## config.mk

```make
export PLATFORM = sky130hd
export DESIGN_NAME = dtf_sched
export DESIGN_NICKNAME = d
export VERILOG_FILES = /design/src/rtl/dts_pkg.sv /design/src/rtl/dts_lifo.sv /design/src/rtl/dts_fifo.sv /design/src/rtl/dts_frames.sv /design/src/rtl/dtf_sched.sv
export SDC_FILE = /design/constraint.sdc
export NUM_CORES = 1
export LEC_CHECK = 0
export BUFFER_PORTS_ARGS = -buffer_cell sky130_fd_sc_hd__buf_4
export CAP_MARGIN = 20
export CORE_MARGIN = 3
export CORE_UTILIZATION = 40
export CTS_CLUSTER_SIZE = 24
export DETAILED_ROUTE_END_ITERATION = 10
export SLEW_MARGIN = 20
export SYNTH_ARGS = -nofsm -noshare
export SYNTH_HDL_FRONTEND = slang
export SYNTH_SLANG_ARGS = --single-unit
```

## constraint.sdc

```tcl
create_clock -name clk -period 3.83 [get_ports clk]
set_input_delay 0.383 -clock clk [delete_from_list [all_inputs] [get_ports clk]]
set_output_delay 0.383 -clock clk [all_outputs]
set_load 0.02 [all_outputs]
```

## src/rtl/dts_pkg.sv

```systemverilog
package dts_pkg;
    typedef enum logic [1:0] {
        F_FREE  = 2'd0,
        F_WAIT  = 2'd1,
        F_READY = 2'd2,
        F_RUN   = 2'd3
    } frame_st_t;
endpackage

```

## src/rtl/dts_lifo.sv

```systemverilog
module dts_lifo #(
    parameter int W     = 3,
    parameter int DEPTH = 8,
    localparam int IW   = $clog2(DEPTH),
    localparam int LW   = $clog2(DEPTH + 1)
) (
    input  logic          clk,
    input  logic          rst_n,
    input  logic          pop,
    input  logic          push,
    input  logic [W-1:0]  push_d,
    output logic [W-1:0]  top_d,
    output logic          empty,
    output logic [LW-1:0] level
);
    logic [W-1:0]  mem [DEPTH];
    logic [LW-1:0] sp;
    logic [IW-1:0] top_idx;

    assign top_idx = IW'(sp - LW'(1));
    assign top_d   = mem[top_idx];
    assign empty   = (sp == '0);
    assign level   = sp;

    always_ff @(posedge clk) begin
        if (!rst_n) begin
            sp <= LW'(DEPTH);
            for (int i = 0; i < DEPTH; i++) mem[i] <= W'(i);
        end else begin
            unique case ({pop, push})
                2'b10: sp <= sp - LW'(1);
                2'b01: begin
                    mem[IW'(sp)] <= push_d;
                    sp <= sp + LW'(1);
                end
                2'b11: mem[top_idx] <= push_d;
                default: ;
            endcase
        end
    end
endmodule

```

## src/rtl/dts_fifo.sv

```systemverilog
module dts_fifo #(
    parameter int W         = 3,
    parameter int DEPTH     = 8,
    parameter bit INIT_FULL = 1'b0,
    localparam int IW       = $clog2(DEPTH),
    localparam int LW       = $clog2(DEPTH + 1)
) (
    input  logic          clk,
    input  logic          rst_n,
    input  logic          push0,
    input  logic [W-1:0]  d0,
    input  logic          push1,
    input  logic [W-1:0]  d1,
    input  logic          pop,
    output logic [W-1:0]  head,
    output logic          empty,
    output logic [LW-1:0] level
);
    logic [W-1:0]  mem [DEPTH];
    logic [IW-1:0] rd, wr, wr1;

    function automatic logic [IW-1:0] nxt(input logic [IW-1:0] p);
        return (p == IW'(DEPTH - 1)) ? '0 : p + IW'(1);
    endfunction

    assign wr1   = nxt(wr);
    assign head  = mem[rd];
    assign empty = (level == '0);

    always_ff @(posedge clk) begin
        if (!rst_n) begin
            rd    <= '0;
            wr    <= '0;
            level <= INIT_FULL ? LW'(DEPTH) : '0;
            for (int i = 0; i < DEPTH; i++) mem[i] <= INIT_FULL ? W'(i) : '0;
        end else begin
            if (push0) mem[wr] <= d0;
            if (push1) mem[wr1] <= d1;
            if (push0) wr <= push1 ? nxt(wr1) : wr1;
            if (pop) rd <= nxt(rd);
            level <= level + LW'(push0) + LW'(push1) - LW'(pop);
        end
    end
endmodule

```

## src/rtl/dts_frames.sv

```systemverilog
module dts_frames
    import dts_pkg::*;
#(
    parameter int NF  = 8,
    parameter int CW  = 4,
    parameter int RW  = 2,
    localparam int FW = $clog2(NF)
) (
    input  logic          clk,
    input  logic          rst_n,
    input  logic          alloc_fire,
    input  logic [FW-1:0] alloc_idx,
    input  logic [CW-1:0] alloc_cnt,
    input  logic          store_ok,
    input  logic [FW-1:0] store_idx,
    input  logic          disp_fire,
    input  logic [FW-1:0] disp_idx,
    input  logic [RW-1:0] disp_rset,
    input  logic          free_ok,
    input  logic [FW-1:0] free_idx,
    output frame_st_t     st_o   [NF],
    output logic [CW-1:0] cnt_o  [NF],
    output logic [RW-1:0] rset_o [NF]
);
    for (genvar i = 0; i < NF; i++) begin : g_fr
        localparam logic [FW-1:0] ME = FW'(i);
        frame_st_t     st_q, st_d;
        logic [CW-1:0] cnt_q, cnt_d;
        logic [RW-1:0] rs_q, rs_d;

        always_comb begin
            st_d  = st_q;
            cnt_d = cnt_q;
            rs_d  = rs_q;
            unique case (st_q)
                F_FREE: if (alloc_fire && alloc_idx == ME) begin
                    cnt_d = alloc_cnt;
                    st_d  = (alloc_cnt == '0) ? F_READY : F_WAIT;
                end
                F_WAIT: if (store_ok && store_idx == ME) begin
                    cnt_d = cnt_q - CW'(1);
                    if (cnt_q == CW'(1)) st_d = F_READY;
                end
                F_READY: if (disp_fire && disp_idx == ME) begin
                    st_d = F_RUN;
                    rs_d = disp_rset;
                end
                F_RUN: if (free_ok && free_idx == ME) st_d = F_FREE;
                default: st_d = F_FREE;
            endcase
        end

        always_ff @(posedge clk) begin
            if (!rst_n) begin
                st_q  <= F_FREE;
                cnt_q <= '0;
                rs_q  <= '0;
            end else begin
                st_q  <= st_d;
                cnt_q <= cnt_d;
                rs_q  <= rs_d;
            end
        end

        assign st_o[i]   = st_q;
        assign cnt_o[i]  = cnt_q;
        assign rset_o[i] = rs_q;
    end
endmodule

```

## src/rtl/dtf_sched.sv

```systemverilog
module dtf_sched
    import dts_pkg::*;
#(
    parameter int NFRAMES = 8,
    parameter int NRSETS  = 4,
    parameter int CNT_W   = 4,
    localparam int FW     = $clog2(NFRAMES),
    localparam int RW     = $clog2(NRSETS),
    localparam int SLW    = $clog2(NFRAMES + 1),
    localparam int PLW    = $clog2(NRSETS + 1)
) (
    input  logic             clk,
    input  logic             rst_n,
    input  logic             alloc_req,
    input  logic [CNT_W-1:0] alloc_cnt,
    output logic             alloc_ok,
    output logic [FW-1:0]    alloc_fidx,
    input  logic             store_req,
    input  logic [FW-1:0]    store_fidx,
    input  logic             free_req,
    input  logic [FW-1:0]    free_fidx,
    output logic             disp_valid,
    input  logic             disp_ready,
    output logic [FW-1:0]    disp_fidx,
    output logic [RW-1:0]    disp_rset,
    output logic             err_flag
);
    frame_st_t        st   [NFRAMES];
    logic [CNT_W-1:0] cnt  [NFRAMES];
    logic [RW-1:0]    rset [NFRAMES];

    logic          stk_empty;
    logic [FW-1:0] stk_top;
    logic [SLW-1:0] stk_level;
    logic          rq_empty, pool_empty;
    logic [FW-1:0] rq_head;
    logic [RW-1:0] pool_head;
    logic [SLW-1:0] rq_level;
    logic [PLW-1:0] pool_level;

    logic alloc_fire, alloc_zero, store_ok, store_zero, free_ok, disp_fire;
    logic rq_push0, rq_push1;
    logic [FW-1:0] rq_d0, rq_d1;
    frame_st_t disp_st;

    assign alloc_ok   = !stk_empty;
    assign alloc_fidx = stk_top;
    assign alloc_fire = alloc_req && !stk_empty;
    assign alloc_zero = alloc_fire && (alloc_cnt == '0);
    assign store_ok   = store_req && (st[store_fidx] == F_WAIT);
    assign store_zero = store_ok && (cnt[store_fidx] == CNT_W'(1));
    assign free_ok    = free_req && (st[free_fidx] == F_RUN);

    assign disp_valid = !rq_empty && !pool_empty;
    assign disp_fidx  = rq_head;
    assign disp_rset  = pool_head;
    assign disp_fire  = disp_valid && disp_ready;
    assign disp_st    = st[rq_head];

    // ordering of simultaneous arrivals: lower index enters first
    always_comb begin
        rq_push0 = 1'b0;
        rq_push1 = 1'b0;
        rq_d0    = alloc_fidx;
        rq_d1    = store_fidx;
        if (alloc_zero && store_zero) begin
            rq_push0 = 1'b1;
            rq_push1 = 1'b1;
            if (store_fidx < alloc_fidx) begin
                rq_d0 = store_fidx;
                rq_d1 = alloc_fidx;
            end
        end else if (alloc_zero) begin
            rq_push0 = 1'b1;
        end else if (store_zero) begin
            rq_push0 = 1'b1;
            rq_d0    = store_fidx;
        end
    end

    always_ff @(posedge clk) begin
        if (!rst_n) err_flag <= 1'b0;
        else        err_flag <= err_flag || (store_req && !store_ok)
                                         || (free_req && !free_ok);
    end

    dts_lifo #(.W(FW), .DEPTH(NFRAMES)) u_stack (
        .clk(clk), .rst_n(rst_n),
        .pop(alloc_fire), .push(free_ok), .push_d(free_fidx),
        .top_d(stk_top), .empty(stk_empty), .level(stk_level)
    );

    dts_fifo #(.W(FW), .DEPTH(NFRAMES), .INIT_FULL(1'b0)) u_readyq (
        .clk(clk), .rst_n(rst_n),
        .push0(rq_push0), .d0(rq_d0), .push1(rq_push1), .d1(rq_d1),
        .pop(disp_fire), .head(rq_head), .empty(rq_empty), .level(rq_level)
    );

    dts_fifo #(.W(RW), .DEPTH(NRSETS), .INIT_FULL(1'b1)) u_pool (
        .clk(clk), .rst_n(rst_n),
        .push0(free_ok), .d0(rset[free_fidx]), .push1(1'b0), .d1('0),
        .pop(disp_fire), .head(pool_head), .empty(pool_empty), .level(pool_level)
    );

    dts_frames #(.NF(NFRAMES), .CW(CNT_W), .RW(RW)) u_frames (
        .clk(clk), .rst_n(rst_n),
        .alloc_fire(alloc_fire), .alloc_idx(alloc_fidx), .alloc_cnt(alloc_cnt),
        .store_ok(store_ok), .store_idx(store_fidx),
        .disp_fire(disp_fire), .disp_idx(rq_head), .disp_rset(pool_head),
        .free_ok(free_ok), .free_idx(free_fidx),
        .st_o(st), .cnt_o(cnt), .rset_o(rset)
    );
endmodule

```

Word-level counts from Yosys, hierarchy flattened
Memories as Yosys holds them, arrays and structs flattened. A register that Yosys moved wholly into a read port is not among the register bits.
Index checks and enable logic that the tools add are counted.
- memories kept: 3
- memory bits (writable): 56
- word-level logic and storage cells: 411
- register bits after elaboration: 86
- output and inout port bits: 11
- memory list (name ; words ; bits a word ; read ports ; clocked after memory_dff ; write ports ; RTL line ; RTL):
    u_readyq.mem ; 8 ; 3 ; 1 ; 1 ; 8 ; dts_fifo.sv:19 ; logic [W-1:0] mem [DEPTH];
    u_stack.mem ; 8 ; 3 ; 1 ; 0 ; 8 ; dts_lifo.sv:16 ; logic [W-1:0] mem [DEPTH];
    u_pool.mem ; 4 ; 2 ; 1 ; 1 ; 4 ; dts_fifo.sv:19 ;
- add/sub/neg operators: 20
- equality and inequality tests: 111
- bitwise gates (word level): 2
- order comparisons: 3
- mux-type cells: 137
- reduce and logical (&&, ||, !) cells: 103
- operators with widths (cell ; count):
    $mux 2 ; 53
    $ne 2x1->1 const B ; 40
    $mux 4 ; 18
    $pmux 4 s2 ; 9
    $pmux 2 s4 ; 8
    $mux 3 ; 20
    $eq 3x3->1 const B ; 19
    $eq 2x2->1 const B ; 21
    $logic_and 1x1->1 ; 42
    $reduce_and 5->1 ; 8
    $eq 4x1->1 const B ; 9
    $sub 4x1->4 const B ; 9
    $mux 1 ; 25
    $eq 3x2->1 const B ; 8
    $reduce_and 3->1 ; 8
    $eq 2x1->1 const B ; 10
    $bmux 2 s3 ; 3
    $reduce_bool 2->1 ; 9
    $logic_not 2->1 ; 8
    $reduce_and 2->1 ; 8
    $logic_not 3->1 ; 5
    $bmux 4 s3 ; 1
    $eq 3x1->1 const B ; 4
    $logic_not 4->1 ; 3
    14 further kinds ; 28

Longest topological paths before layout
Gate-level depths: netlist of the first run.
- depth after elaboration: 15
- depth in mapped cells: 16

By module
A second synthesis of the first run with hierarchy kept.
- cell total of the unflattened synthesis: 1026
- area, all modules: 10100.9 um^2
- modules (own cells, without submodules) (module ; cells an instance ; area each (um^2) ; times used ; seq. area each (um^2)):
    dts_frames ; 525 ; 4615.7 ; 1 ; 1281.2
    dts_fifo (u_readyq) ; 174 ; 2109.5 ; 1 ; 980.9
    dts_lifo ; 149 ; 1722.9 ; 1 ; 800.8
    dts_fifo (u_pool) ; 85 ; 939.7 ; 1 ; 420.4
    dtf_sched ; 93 ; 713.2 ; 1 ; 20.0

Least setup slack after synthesis of the first run
OpenSTA, ideal clock, no wires.
- kind: reg2reg
- start: register u_stack.sp[0], in the netlist u_stack.level[0]
- end: memory u_readyq.mem[7][1] (data pin)
- data arrival time: 3.319 ns
- path slack: 0.255 ns
- library setup time: 0.256 ns
- required time: 3.574 ns
- buffers on the path: 3
- stages on the path, launching flop included: 14
- period minus slack after synthesis: 3.575 ns
- path through: dfxtp_1 > buf_6 > inv_1 > ha_1 > buf_2 > mux4_2 > mux2i_4 > ha_1 > nor2b_1 > a311oi_2 > nor2_1 > or3_1 > clkbuf_1 > a31o_2
- RTL lines (element ; RTL line ; RTL):
    from (decl) ; dts_lifo.sv:17 ; logic [LW-1:0] sp;
    from (signal assigned) ; dts_lifo.sv:27 ; sp <= LW'(DEPTH);
    from (signal assigned) ; dts_lifo.sv:31 ; 2'b10: sp <= sp - LW'(1);
    from (signal assigned) ; dts_lifo.sv:34 ; sp <= sp + LW'(1);
    to (decl) ; dts_fifo.sv:19 ;

==> impl_metrics.env, run 1 <==
export IMPL_ys_ff_latch=147
export IMPL_postSynthAreaPerCell_um2=9.19
export IMPL_drv_slew=0
export IMPL_synth_edff_count=56
export IMPL_critPathKind="reg2reg"
export IMPL_whs_ns=0.327
export IMPL_die_height_um=163
export IMPL_firstDrtPassIters=7
export IMPL_h_tree_depth=4
export IMPL_end_kind="flip-flop"
export IMPL_arrival_ns=3.68
export IMPL_async_reset_ff_share_pct=0
export IMPL_antenna_left=0
export IMPL_rsz0062_at_grt="no"
export IMPL_cts_root_buf="clkbuf_16"
export IMPL_fin_nets=1162
export IMPL_die_width_um=163
export IMPL_cp_required_ns=3.96
export IMPL_initial_core_util_pct=41.3
export IMPL_wl_per_cell_um=19.7
export IMPL_synthCells=1070
export IMPL_post_cts_buffers=0
export IMPL_p_per_area_nw_per_um2=638
export IMPL_p_sw_mw=2.91
export IMPL_grt_usage_pct=21.2
export IMPL_n_antenna_cell=0
export IMPL_vias_per_cell=5.83
export IMPL_synth_largest_area_cell="dfxtp_1"
export IMPL_synth_area_um2=9830
export IMPL_wirelength_mm=27.7
export IMPL_cts_sinks=147
export IMPL_fill_cells=2305
export IMPL_p_leak_nw=4.05
export IMPL_worst_slew_margin_rel_pct=40.7
export IMPL_clockBufferDepth=2
export IMPL_hold_depth=2
export IMPL_rr_endpoint="u_stack.mem[5][1]"
export IMPL_ys_types=93
export IMPL_clkPwrFrac_pct=24.2
export IMPL_intPower_mw=4.05
export IMPL_reg2reg_from="u_frames.g_fr[5].st_q[1]"
export IMPL_routed_via_count=8198
export IMPL_drc=0
export IMPL_grt_ovfl_total=0
export IMPL_worstHoldEndpoint="u_stack.mem[7][2]"
export IMPL_post_place_ws_ns=0.214
export IMPL_die_area_um2=26500
export IMPL_min_path_type="in2reg"
export IMPL_drive_gt1_share_pct=13.9
export IMPL_num_rows=56
export IMPL_r2r_slack_ns=0.28
export IMPL_fp_coreArea_um2=23800
export IMPL_reg2regPathDepth=12
export IMPL_ys_flop_type="dfxtp_1"
export IMPL_fin_crit_sh_pct=92.6
export IMPL_ys_seq_area_share_pct=35.6
export IMPL_hold_start="free_fidx[2]"
export IMPL_vdd_drop_max_v=0.000253
export IMPL_setup_viol=0
export IMPL_utilization_pct=45.8
export IMPL_grt_max_degree=68
export IMPL_seqPwrFrac_pct=31.4
export IMPL_antenna_found_initial=0
export IMPL_worst_slack_ns=0.283
export IMPL_ioPinCount=27
export IMPL_dpl_hpwl_mm=20.1
export IMPL_cp_slowest_stage_delay_ns=0.46
export IMPL_path_clk_slew_ns=0.07
export IMPL_combPwrFrac_pct=44.3
export IMPL_stdcell_area_um2=10900
export IMPL_clock_latency_ns=0.43
export IMPL_crit_path_start="u_frames.g_fr[5].st_q[1]"
export IMPL_grt_pass1_vias=7820
export IMPL_crit_chain="inv_1, o31ai_1, mux4_2, nand2_1, inv_1, ha_1, nand2_1, nor2_1, a22oi_1, o21ai_0, nor2b_1, nand2b_1"
export IMPL_worstMarginPinSlew_ns=0.885
export IMPL_area_delta_synth_final_pct=11.0
export IMPL_grt_pass1_wl_mm=44.0
export IMPL_clock_skew_ns=0.0116
export IMPL_final_hold_violation_count=0
export IMPL_fin_crit_ns=3.55
export IMPL_slowest_stage="dfxtp_1"
export IMPL_syn_num_nets=1159
export IMPL_yosys_top_cells_area="dfxtp_1 19%, edfxtp_1 17%, ha_1 8.9%"
export IMPL_setup_tns_final_ns=0
export IMPL_yosys_warnings=0
export IMPL_portBuffers=26
export IMPL_dpl_instance_area_um2=10300
export IMPL_cp_max_fo=10
export IMPL_routabilityCongestion=0.888
export IMPL_switching_share_pct=41.8
export IMPL_fmax_mhz=282
export IMPL_outcome="finished, final reports clean"
export IMPL_max_cap_violations=0
export IMPL_drt_iter0_drc=606
export IMPL_cts_tree="yes"
export IMPL_yosysTopAreaCellShare_pct=18.5
export IMPL_cts_buffers_inserted=17
export IMPL_start_kind="flip-flop"
==> metrics by stage <==
stage	power (mW)	std cells
5_1_grt	7.43	1405
4_1_cts	6.95	1405
3_3_place_gp	5.22	1373
6_report	6.96	1405
2_1_floorplan	4.44	1070
3_5_place_dp	5.25	1373
==> power groups by stage <==
| stage | Sequential (mW) | Clock [mW] | Combinational, mW |
|---|---|---|---|
| floorplan | 2.10 | 0 | 2.33 |
| global placement | 2.21 | 0 | 3.01 |
| detailed placement | 2.21 | 0 | 3.03 |
| CTS | 2.18 | 1.71 | 3.06 |
| global route | 2.24 | 1.78 | 3.42 |
| finish | 2.19 | 1.69 | 3.09 |
==> layout by cell type, fill, tap and decap left out, drive strengths merged, types with 8 or more instances in the layout <==
master and count:
and2 16, mux2i 31, or3 22, mux4 21, a22o 8, nand3 59, nor2b 14, dfxtp 91
o32ai 8, edfxtp 56, o31ai 11, o221a 8, o21ai 34, inv 78, nor3 42, nand2 72
a21oi 56, nor2 113, a41o 8, ha 70, nand2b 19, buf 46, nand4 13, a211oi 19
clkbuf 19
==> cell usage after synthesis, types with 7 or more instances <==
master and instances:
nor2_1 112, dfxtp_1 91, nand2_1 71, ha_1 70, inv_1 65, nand3_1 59
edfxtp_1 56, a21oi_1 54, clkbuf_1 43, nor3_1 40, o21ai_0 32, mux2i_1 29
or3_1 21, mux4_2 19, nand2b_1 19, and2_1 15, a211oi_1 14, nor2b_1 14
nand4_1 12, o31ai_1 11, a41o_1 8, buf_2 8, o221a_2 8, o32ai_1 8
a22o_1 7, and3_1 7, nand3b_1 7
==> logic make-up (layout without fill, tap and decap cells) <==
group | count (synthesis) | after routing | synth area share (%)
XOR/XNOR | 10 | 10 | 1.08
flip-flops | 147 | 147 | 35.6
buffers and inverters | 133 | 149 | 5.46
multiplexers | 57 | 57 | 8.87
AND/OR/NAND/NOR | 423 | 423 | 22.2
AO/OA/AOI/OAI | 227 | 227 | 17.3
adder cells (fa/ha/maj) | 73 | 73 | 9.52
==> flip-flops by register name, summed over array words and instances (netlist names), named ones only <==
| name | count |
|---|---|
| err_flag | 1 |
| u_pool.mem | 8 |
| u_pool.level | 3 |
| u_pool.rd | 2 |
| u_readyq.mem | 24 |
| u_readyq.wr | 3 |
| u_stack.mem | 24 |
| u_stack.level | 4 |
| u_readyq.level | 4 |
| u_frames.g_fr.cnt_q | 32 |
| u_readyq.rd | 3 |
| u_frames.g_fr.st_q | 16 |
| u_pool.wr | 2 |
| u_frames.g_fr.rs_q | 16 |
==> per-layer routing <==
| metal | track usage (%) | part of all wire, % | up-vias |
|---|---|---|---|
| li1 | - | - | 3963 |
| met1 | 30.2 | 47 | 3962 |
| met2 | 32.9 | 45 | 242 |
| met3 | 4.22 | 5.8 | 31 |
| met4 | 5.88 | 1.6 | 0 |
| met5 | 0 | 0 | - |
==> critical path, delay by kind of cell (launching register included) <==
kind | cells | cell delay (ns)
AO/OA/AOI/OAI | 3 | 0.78
multiplexers | 1 | 0.33
flip-flops | 1 | 0.46
adder cells (fa/ha/maj) | 1 | 0.25
buffers and inverters | 2 | 0.43
AND/OR/NAND/NOR | 5 | 1.00
==> timing repair <==
item | CTS | global route
hold buffers | 0 | 0
endpoints found under the hold margin | 0 | 0
endpoints found under the setup margin | 0 | 6
gates resized for setup | 0 | 1
==> area by class of cell <==
cell class / count / area [um^2] / share of cell area [%]
Clock buffer: 19 / 464 / 4.25
Timing Repair Buffer: 46 / 345 / 3.16
Clock inverter: 13 / 134 / 1.23
Multi-Input combinational cell: 790 / 5800 / 53.1
Inverter: 71 / 269 / 2.46
Sequential cell: 147 / 3500 / 32.1
Tap cell: 319 / 399 / 3.66
==> worst max-delay path by stage <==
| stage | endpoint | slack [ns] | cells past startpoint |
|---|---|---|---|
| after global routing | u_stack.mem[5][1] | 0.01 | 12 |
| final | u_stack.mem[5][1] | 0.28 | 12 |
| after floorplan | u_readyq.mem[7][1] | 0.26 | 13 |
| after CTS | u_stack.mem[5][1] | 0.29 | 12 |
| after detailed placement | u_stack.mem[5][1] | 0.21 | 12 |
| after global placement | u_stack.mem[5][2] | 0.28 | 12 |
Power figures use the tool's default switching activity.
==> run 2: changes to the inputs <==
--- a/config.mk
+++ b/config.mk
@@ -11,6 +11,7 @@
 export CORE_UTILIZATION = 40
 export CTS_CLUSTER_SIZE = 24
 export DETAILED_ROUTE_END_ITERATION = 10
+export REMOVE_ABC_BUFFERS = 1
 export SLEW_MARGIN = 20
 export SYNTH_ARGS = -nofsm -noshare
 export SYNTH_HDL_FRONTEND = slang
==> run 2 against run 1 <==
  * Maximum frequency shrank 0.46%
  * Combinational power is essentially flat
  * Final area grew 0.45%
  * Die area is the same
  * Worst hold slack lost 0.023 ns
  * Via count grew 1.3%
  * Register-to-register slack lost 0.02 ns
  * Critical path type unchanged
  * First-iteration DRC count grew 9.9%
  * Routed wire length shrank 0.59%
  * Critical endpoint is now u_readyq.mem[7][1]
  * Critical path depth shrank 2
  * Sequential cell count is the same
  * Clock power grew 5%
  * Largest cell class unchanged
==> impl_metrics.env, run 2 (synthesis gave the netlist of run 1 again) <==
export IMPL_h_tree_depth=4
export IMPL_top_register="u_frames.g_fr.cnt_q"
export IMPL_routed_via_count=8304
export IMPL_worst_slack_ns=0.266
export IMPL_portBuffers=26
export IMPL_worst_slew_margin_rel_pct=47.7
export IMPL_routabilityCongestion=0.887
export IMPL_crit_path_frequent_cell="ha_1"
export IMPL_ioPinCount=27
export IMPL_worst_path_stages=10
export IMPL_outcome="finished, final reports clean"
export IMPL_post_place_ws_ns=0.269
export IMPL_cp_slowest_stage_delay_ns=0.57
export IMPL_initial_core_util_pct=41.3
export IMPL_setup_viol=0
export IMPL_die_area_um2=26500
export IMPL_fin_crit_sh_pct=93.0
export IMPL_fmax_mhz=281
export IMPL_cp_required_ns=4.01
export IMPL_max_cap_violations=0
export IMPL_grt_pass1_wl_mm=44.3
export IMPL_die_width_um=163
export IMPL_cp_max_fo=8
export IMPL_grt_max_degree=38
export IMPL_wl_per_cell_um=19.5
export IMPL_fin_cells=1409
export IMPL_antenna_found_initial=0
export IMPL_clock_skew_ns=0.0117
export IMPL_reg2regPathDepth=10
export IMPL_start_kind="flip-flop"
export IMPL_worstPathBufferInverterCount=1
export IMPL_grt_usage_pct=21.2
export IMPL_vdd_drop_max_v=0.000303
export IMPL_largest_register_ffs=32
export IMPL_place_inst=1377
export IMPL_fill_cells=2324
export IMPL_drv_slew=0
export IMPL_antenna_left=0
export IMPL_drive_gt1_share_pct=14.0
export IMPL_post_cts_buffers=0
export IMPL_drt_iter0_drc=666
export IMPL_grt_pass1_vias=7848
export IMPL_slowest_stage="a311oi_2"
export IMPL_reg_top3="u_frames.g_fr.cnt_q x32, u_readyq.mem x24, u_stack.mem x24"
export IMPL_area_delta_synth_final_pct=11.5
export IMPL_clock_latency_ns=0.44
export IMPL_hold_depth=2
export IMPL_critPathTopFamily="compound AO/OA/AOI/OAI gates"
export IMPL_wirelength_mm=27.5
export IMPL_n_antenna_cell=0
export IMPL_hold_buffers=0
export IMPL_critPathKind="reg2reg"
export IMPL_whs_ns=0.304
export IMPL_utilization_pct=46.0
export IMPL_dpl_instance_area_um2=10300
export IMPL_p_leak_nw=4.07
export IMPL_min_path_type="in2reg"
export IMPL_r2r_slack_ns=0.27
export IMPL_fp_coreArea_um2=23800
export IMPL_mostFrequentLayoutCells="112 x nor2_1, 91 x dfxtp_1, 71 x nand2_1, 70 x ha_1, 64 x inv_1"
export IMPL_p_per_area_nw_per_um2=643
export IMPL_drc=0
export IMPL_num_rows=56
export IMPL_path_clk_slew_ns=0.07
export IMPL_layout_commonest_cell="nor2_1"
export IMPL_vias_per_cell=5.89
export IMPL_grt_ovfl_total=0
export IMPL_cts_tree="yes"
export IMPL_die_height_um=163
export IMPL_clockBufferDepth=2
export IMPL_arrival_ns=3.75
export IMPL_fin_crit_ns=3.56
export IMPL_cts_sinks=147
export IMPL_cts_buffers_inserted=17
export IMPL_cts_resized_gates=0
export IMPL_firstDrtPassIters=6
export IMPL_dpl_hpwl_mm=20.0
export IMPL_p_total_mw=7.05
export IMPL_final_hold_violation_count=0
export IMPL_stdcell_area_um2=11000
export IMPL_fin_nets=1166
export IMPL_end_kind="flip-flop"
export IMPL_cts_root_buf="clkbuf_16"
export IMPL_rsz0062_at_grt="no"
export IMPL_setup_tns_final_ns=0
export IMPL_crit_chain="inv_1, ha_1, mux4_2, mux2i_4, ha_1, nor2b_1, a311oi_2, nor2_1, or3_1, a31o_2"
export IMPL_worstMarginPinSlew_ns=0.782
==> run 2: report_power, final <==
part           internal (mW)  switching [mW]
Clock                   1.06           0.725
Sequential              1.88           0.305
Combinational           1.26            1.82
==> run 2: area by class of cell <==
class	count	area, um^2	share of cell area, %
flip-flops and latches	147	3500	31.9
clock buffers	19	443	4.04
repair buffers	50	375	3.42
clock inverters	13	173	1.57
inverters	71	269	2.45
multi-input cells	790	5800	52.9
well taps	319	399	3.64
==> run 2: final timing paths <==
| path | end | from |
|---|---|---|
| max | u_readyq.mem[7][1] | u_stack.level[1] |
| min | u_stack.mem[7][2] | free_fidx[2] |
| max reg2reg | u_readyq.mem[7][1] | u_stack.level[1] |
| min reg2reg | u_frames.g_fr[7].rs_q[1] | u_frames.g_fr[7].rs_q[1] |
==> run 2: layer usage <==
layer | wire (um) | vias to the layer above | share of wire, % | global-route usage [%]
met1 | 12100 | 4012 | 44 | 29.0
li1 | - | 3976 | - | -
met2 | 13500 | 273 | 49 | 35.1
met4 | 527 | 0 | 1.9 | 6.11
met5 | 0 | - | 0 | 0
met3 | 1400 | 43 | 5.1 | 3.03
